### config.mk
export PLATFORM = sky130hd
export DESIGN_NAME = lsw_supervisor
export DESIGN_NICKNAME = d
export VERILOG_FILES = /design/src/rtl/lsw_pkg.sv /design/src/rtl/lsw_flt_filter.sv /design/src/rtl/lsw_fault_latch.sv /design/src/rtl/lsw_stat_delay.sv /design/src/rtl/lsw_supervisor.sv
export SDC_FILE = /design/constraint.sdc
export NUM_CORES = 1
export LEC_CHECK = 0
export BUFFER_PORTS_ARGS = -buffer_cell sky130_fd_sc_hd__buf_2
export CORE_UTILIZATION = 57
export CTS_BUF_LIST = sky130_fd_sc_hd__clkbuf_8
export DETAILED_ROUTE_END_ITERATION = 8
export PLACE_DENSITY = 0.78
export SYNTH_ARGS = -nofsm -noshare
export SYNTH_HDL_FRONTEND = slang
export SYNTH_SLANG_ARGS = --single-unit
### constraint.sdc
create_clock -name clk -period 1.6 [get_ports clk]
set_input_delay 0.16 -clock clk [delete_from_list [all_inputs] [get_ports clk]]
set_output_delay 0.16 -clock clk [all_outputs]
set_load 0.02 [all_outputs]
### src/rtl/lsw_pkg.sv
// Package lsw_pkg: fault indices, check windows and class per fault for the
// low-side switch supervisor. Assumes seven raw flags in the order below.
package lsw_pkg;

    localparam int NFLT    = 7;
    localparam int F_OVLD  = 0;
    localparam int F_HOT   = 1;
    localparam int F_SGND  = 2;
    localparam int F_PGND  = 3;
    localparam int F_OPUV  = 4;
    localparam int F_OPUC  = 5;
    localparam int F_CLAMP = 6;

    // Channel state(s) in which a fault is evaluated.
    typedef enum logic [1:0] {
        WIN_ON   = 2'd0,
        WIN_OFF  = 2'd1,
        WIN_BOTH = 2'd2
    } win_e;

    // Window in which fault idx is checked.
    function automatic win_e flt_win(input int idx);
        case (idx)
            F_OVLD, F_OPUC:  return WIN_ON;
            F_OPUV, F_CLAMP: return WIN_OFF;
            default:         return WIN_BOTH;
        endcase
    endfunction

    // 1 when fault idx belongs to the shutdown class.
    function automatic bit flt_is_shutdown(input int idx);
        return (idx <= F_PGND);
    endfunction

    // Filter length in ticks; zero means the flag is used unfiltered.
    function automatic int flt_len(input int idx, input int short_len, input int long_len);
        case (idx)
            F_CLAMP: return 0;
            F_OPUV:  return long_len;
            default: return short_len;
        endcase
    endfunction

endpackage

### src/rtl/lsw_flt_filter.sv
// Module lsw_flt_filter: continuous-presence filter for one fault flag.
// det goes high once raw has been high with armed set for LEN ticks and
// drops at once with raw or armed. Assumes LEN >= 1.
module lsw_flt_filter #(
    parameter int LEN = 18
) (
    input  logic clk,
    input  logic rst_n,
    input  logic tick,
    input  logic raw,
    input  logic armed,
    output logic det
);

    localparam int CW = $clog2(LEN + 1);

    logic [CW-1:0] cnt_q;
    logic          live;

    assign live = raw & armed;

    // Count ticks of uninterrupted presence, saturating at LEN.
    always_ff @(posedge clk) begin
        if (!rst_n) begin
            cnt_q <= '0;
        end else if (!live) begin
            cnt_q <= '0;
        end else if (tick && (cnt_q != CW'(LEN))) begin
            cnt_q <= cnt_q + 1'b1;
        end
    end

    assign det = live && (cnt_q == CW'(LEN));

endmodule

### src/rtl/lsw_fault_latch.sv
// Module lsw_fault_latch: fault latch with a timed release. Set has priority.
// The latch clears on the edge where quiet has held for HOLD ticks in a row.
// Assumes HOLD >= 1.
module lsw_fault_latch #(
    parameter int HOLD = 1500
) (
    input  logic clk,
    input  logic rst_n,
    input  logic tick,
    input  logic set_req,
    input  logic quiet,
    output logic latched
);

    localparam int CW = $clog2(HOLD + 1);

    logic [CW-1:0] cnt_q;
    logic          lat_q;
    logic          expire;

    assign expire = lat_q && quiet && tick && (cnt_q == CW'(HOLD - 1));

    // Latch state: set wins, timed release otherwise.
    always_ff @(posedge clk) begin
        if (!rst_n) begin
            lat_q <= 1'b0;
        end else if (set_req) begin
            lat_q <= 1'b1;
        end else if (expire) begin
            lat_q <= 1'b0;
        end
    end

    // Quiet-time counter; restarts whenever quiet breaks or the latch is idle.
    always_ff @(posedge clk) begin
        if (!rst_n) begin
            cnt_q <= '0;
        end else if (!lat_q || !quiet || set_req) begin
            cnt_q <= '0;
        end else if (tick) begin
            cnt_q <= cnt_q + 1'b1;
        end
    end

    assign latched = lat_q;

endmodule

### src/rtl/lsw_stat_delay.sv
// Module lsw_stat_delay: off-delay on the commanded state for the status bit.
// held_on stays high HOLD ticks after cmd_on falls. Assumes HOLD >= 1.
module lsw_stat_delay #(
    parameter int HOLD = 1500
) (
    input  logic clk,
    input  logic rst_n,
    input  logic tick,
    input  logic cmd_on,
    output logic held_on
);

    localparam int CW = $clog2(HOLD + 1);

    logic [CW-1:0] rem_q;

    // Reload while commanded on, count down on ticks otherwise.
    always_ff @(posedge clk) begin
        if (!rst_n) begin
            rem_q <= '0;
        end else if (cmd_on) begin
            rem_q <= CW'(HOLD);
        end else if (tick && (rem_q != '0)) begin
            rem_q <= rem_q - 1'b1;
        end
    end

    assign held_on = cmd_on | (rem_q != '0);

endmodule

### src/rtl/lsw_supervisor.sv
// Module lsw_supervisor: control and diagnostics for one low-side channel.
// Filters the raw flags in their checked states, sorts them into shutdown and
// warning classes, latches them, and forms gate, pull-down and status outputs.
// Assumes synchronous inputs and a single-cycle tick pulse as time base.
module lsw_supervisor #(
    parameter int HOLD_TICKS      = 1500,
    parameter int FILT_TICKS      = 18,
    parameter int FILT_LONG_TICKS = 44
) (
    input  logic clk,
    input  logic rst_n,
    input  logic tick,
    input  logic ctl_in,
    input  logic enable,
    input  logic ovld_flag,
    input  logic hot_flag,
    input  logic sgnd_lost,
    input  logic pgnd_lost,
    input  logic open_uv,
    input  logic open_uc,
    input  logic clamp_on,
    output logic gate_on,
    output logic pulldown_en,
    output logic status
);

    import lsw_pkg::*;

    logic              on_state;
    logic              off_state;
    logic [NFLT-1:0]   raw;
    logic [NFLT-1:0]   armed;
    logic [NFLT-1:0]   det;
    logic [NFLT-1:0]   sd_bits;
    logic [NFLT-1:0]   wn_bits;
    logic              sd_any;
    logic              wn_any;
    logic              sd_lat;
    logic              wn_lat;
    logic              held_on;

    // Channel state decode.
    assign on_state  = enable & ctl_in;
    assign off_state = enable & ~ctl_in;

    assign raw = {clamp_on, open_uc, open_uv, pgnd_lost, sgnd_lost, hot_flag, ovld_flag};

    // Per-fault window, filter and class split.
    for (genvar i = 0; i < NFLT; i++) begin : g_flt
        localparam int   LEN = flt_len(i, FILT_TICKS, FILT_LONG_TICKS);
        localparam win_e WIN = flt_win(i);

        if (WIN == WIN_ON) begin : g_on
            assign armed[i] = on_state;
        end else if (WIN == WIN_OFF) begin : g_off
            assign armed[i] = off_state;
        end else begin : g_both
            assign armed[i] = enable;
        end

        if (LEN == 0) begin : g_direct
            assign det[i] = raw[i] & armed[i];
        end else begin : g_filt
            lsw_flt_filter #(.LEN(LEN)) u_filt (
                .clk   (clk),
                .rst_n (rst_n),
                .tick  (tick),
                .raw   (raw[i]),
                .armed (armed[i]),
                .det   (det[i])
            );
        end

        if (flt_is_shutdown(i)) begin : g_sd
            assign sd_bits[i] = det[i];
            assign wn_bits[i] = 1'b0;
        end else begin : g_wn
            assign sd_bits[i] = 1'b0;
            assign wn_bits[i] = det[i];
        end
    end

    assign sd_any = |sd_bits;
    assign wn_any = |wn_bits;

    // Shutdown class: released after the channel is commanded off long enough.
    lsw_fault_latch #(.HOLD(HOLD_TICKS)) u_sd_latch (
        .clk     (clk),
        .rst_n   (rst_n),
        .tick    (tick),
        .set_req (sd_any),
        .quiet   (~on_state),
        .latched (sd_lat)
    );

    // Warning class: released after the condition has been gone long enough.
    lsw_fault_latch #(.HOLD(HOLD_TICKS)) u_wn_latch (
        .clk     (clk),
        .rst_n   (rst_n),
        .tick    (tick),
        .set_req (wn_any),
        .quiet   (~wn_any),
        .latched (wn_lat)
    );

    // Status off-delay on the commanded state.
    lsw_stat_delay #(.HOLD(HOLD_TICKS)) u_stat_dly (
        .clk     (clk),
        .rst_n   (rst_n),
        .tick    (tick),
        .cmd_on  (on_state),
        .held_on (held_on)
    );

    // Output forming: shutdown gates the drive, any latch inverts status once.
    assign gate_on     = on_state & ~sd_lat;
    assign pulldown_en = enable & ~gate_on;
    assign status      = held_on ^ (sd_lat | wn_lat);

endmodule

==> results.tsv <==
metric	value	unit
Num Clock Sinks	66	
Worst setup EP type	output pin	
Die X	77.1	µm
final setup margin	-0.507	ns
total grt overflow	0	
Synth area leaders	dfxtp_1, xor2_1, ha_1, nor2_1, xnor2_1	
multi-input logic area	1870	µm²
Nets	430	
Pre-Repair DR Iteration Count	4	
clock latency on the worst-skew pair	0.33	ns
GRT Overall Usage	0.233	
vias per cell	5.57	
initial DRC count	149	
core area	5270	µm²
Slew HR	0.740	
Max-Cap Viols	0	
pin count of the biggest net entering global routing	52	
Final Critical Period	2.11	ns
DIE HEIGHT	77.1	µm
WP buf/inv	2	
diodes inserted	0	
Post-synth EDFFs	0	
asr flop ratio synth	0	
crit-path leading delay family	simple AND/OR/NAND/NOR gates	
Clock Tree Buf Depth	2	
H-tree Lvls	3	
Final Skew	0.00883	ns
CP max FO	3	
clock transition at the registers of the reported paths	0.06	ns
Post-CTS Hold Buffers	0	
Reg area	1330	µm²
Critical Setup Path Class	reg2out	
failing checks	setup timing	
Ports	15	
vias in the first global route	2532	
FF+latch count, synth	66	
CP required	1.44	ns
Final HPWL DP	4360	µm
Syn Nets	386	
Fin Hold WS	0.120	ns
Synth top area share	0.411	
IO Port Bufs	14	
Layout area overhead	20.7	%
area leader, netlist	dfxtp_1	
Worst Path Arrival	1.95	ns
initial antenna violation count	0	
Placed Cells	455	
most frequent cells after synthesis	dfxtp_1, nor2_1, xor2_1	
CTS tree	done	
Root Driver	clkbuf_8	
gpl congestion	0.789	
VDD IR max	0.742	mV
Detail Route Antenna Nets	0	
crit-path cells	inv_2, ha_4, or4b_4, nor4_4, nand2_1, xnor2_2, buf_4	
endpoints failing setup	5	
final hold violations	0	
Routed WL	6550	µm
drt wl/cell	13.7	µm
syn avg cell area	8.96	µm²
CP peak stage delay	0.47	ns
fmax	475	MHz
Leak Pwr	1.52	nW
count leader, synth	dfxtp_1	
Slew @ Worst Pin	0.388	ns
non-filler cells, final	477	
outcome	finished with violations	
vias	2656	
PD cells	894	nW/µm²
worst min-delay path class	in2reg	
startpoint type of the worst setup path	register	
period utilization	1.32	
Pins Over Slew Limit	0	
slowest CP cell	or4b_4	
num rows	26	
Mapped Area	3220	µm²
sequential fraction of the synthesis area	0.411	
Starting Density	0.610	
CTS buffer count	9	
# DRC	0	
fraction of layout cells with a size suffix above 1	0.221	
setup TNS	-1.73	ns
Syn Inst Count	359	
RSZ-0062 raised after global routing	true	
first-pass GRT wire length	11100	µm
yosys warns	0	
Fillers	414	
top_reg_cell synth	dfxtp_1	
Cell variety after synth	48	
Die Area	5950	µm²
report_power, final:
group	internal (mW)	total (mW)	switching (mW)
combinational	0.268	0.530	0.263
sequential	1.69	1.73	0.0416
clock	0.624	1.21	0.589
flip-flops by register name, summed over array words and instances, names as in the netlist:
signal and cells:
u_sd_latch.cnt_q 11, u_wn_latch.cnt_q 11, u_wn_latch.latched 1, u_stat_dly.rem_q 11, u_sd_latch.latched 1, g_flt.g_filt.u_filt.cnt_q 31
cell type report:
type / instances / share of cell area
clock buffer: 11 / 0.0390
clock inverter: 4 / 0.00484
inverter: 18 / 0.0174
multi-input combinational: 262 / 0.482
sequential: 66 / 0.342
tap: 70 / 0.0226
timing repair buffer: 46 / 0.0925
worst min-delay path, cell delays in order:
cell and delay [ns]:
buf_2 0.10, nand3_1 0.08, a311oi_1 0.05
final timing paths:
path	start	to	slack (ns)	depth (start not counted)
worst max-delay path	u_stat_dly.rem_q[1]	status	-0.51	7
worst max register to register	u_stat_dly.rem_q[1]	u_stat_dly.rem_q[0]	-0.43	8
worst min-delay path	ovld_flag	g_flt[0].g_filt.u_filt.cnt_q[1]	0.12	3
worst min register to register	u_stat_dly.rem_q[10]	u_stat_dly.rem_q[10]	0.49	2
through the flow:
| step | total power [mW] | cell area [µm²] | util | setup slack [ns] |
|---|---|---|---|---|
| after floorplan | 2.06 | 3260 | - | -0.115 |
| after global placement | 2.21 | 3570 | 0.677 | -0.143 |
| after detailed placement | 2.22 | 3570 | 0.677 | -0.184 |
| after CTS | 3.45 | 3760 | 0.714 | -0.512 |
| after global routing | 3.63 | 3880 | 0.736 | -0.579 |
| final | 3.47 | 3880 | 0.736 | -0.507 |
timing repair:
| item | CTS | global route |
|---|---|---|
| pin swaps | 4 | 7 |
| gates cloned | 0 | 1 |
| setup buffers | 1 | 5 |
| setup endpoints to repair | 9 | 20 |
| hold endpoints to repair | 0 | 0 |
| resized for setup | 5 | 17 |
kinds of logic after synthesis:
kind of cell,share of synthesized area
simple gates,0.262
flops,0.411
xor+xnor,0.125
compound gates,0.0911
buf+inv,0.0389
fa+ha+maj,0.0584
mux,0.0132
cell usage in the layout, fill, tap and decap left out, drive strengths merged, types with 2 or more instances in the layout:
cell type	instances
nor2	48
mux2	2
or4b	3
a31oi	2
inv	19
and3	14
ha	15
nor2b	2
nand3	20
or3	4
a21oi	14
xnor2	20
o31ai	2
nand4	19
nand4bb	5
dfxtp	66
clkbuf	12
xor2	26
buf	45
nand2	20
mux2i	2
nor3	7
o211ai	2
o21ai	2
nand3b	2
o31a	2
o41ai	4
o22ai	3
nor4	5
a311oi	5
clkinv	3
layer usage:
metal | track usage | wire (µm)
met1 | 0.291 | 3180
met2 | 0.397 | 3110
met3 | 0.0381 | 179
met4 | 0.0962 | 89
met5 | 0 | 0
No activity file was read; power rests on OpenSTA's default activity.
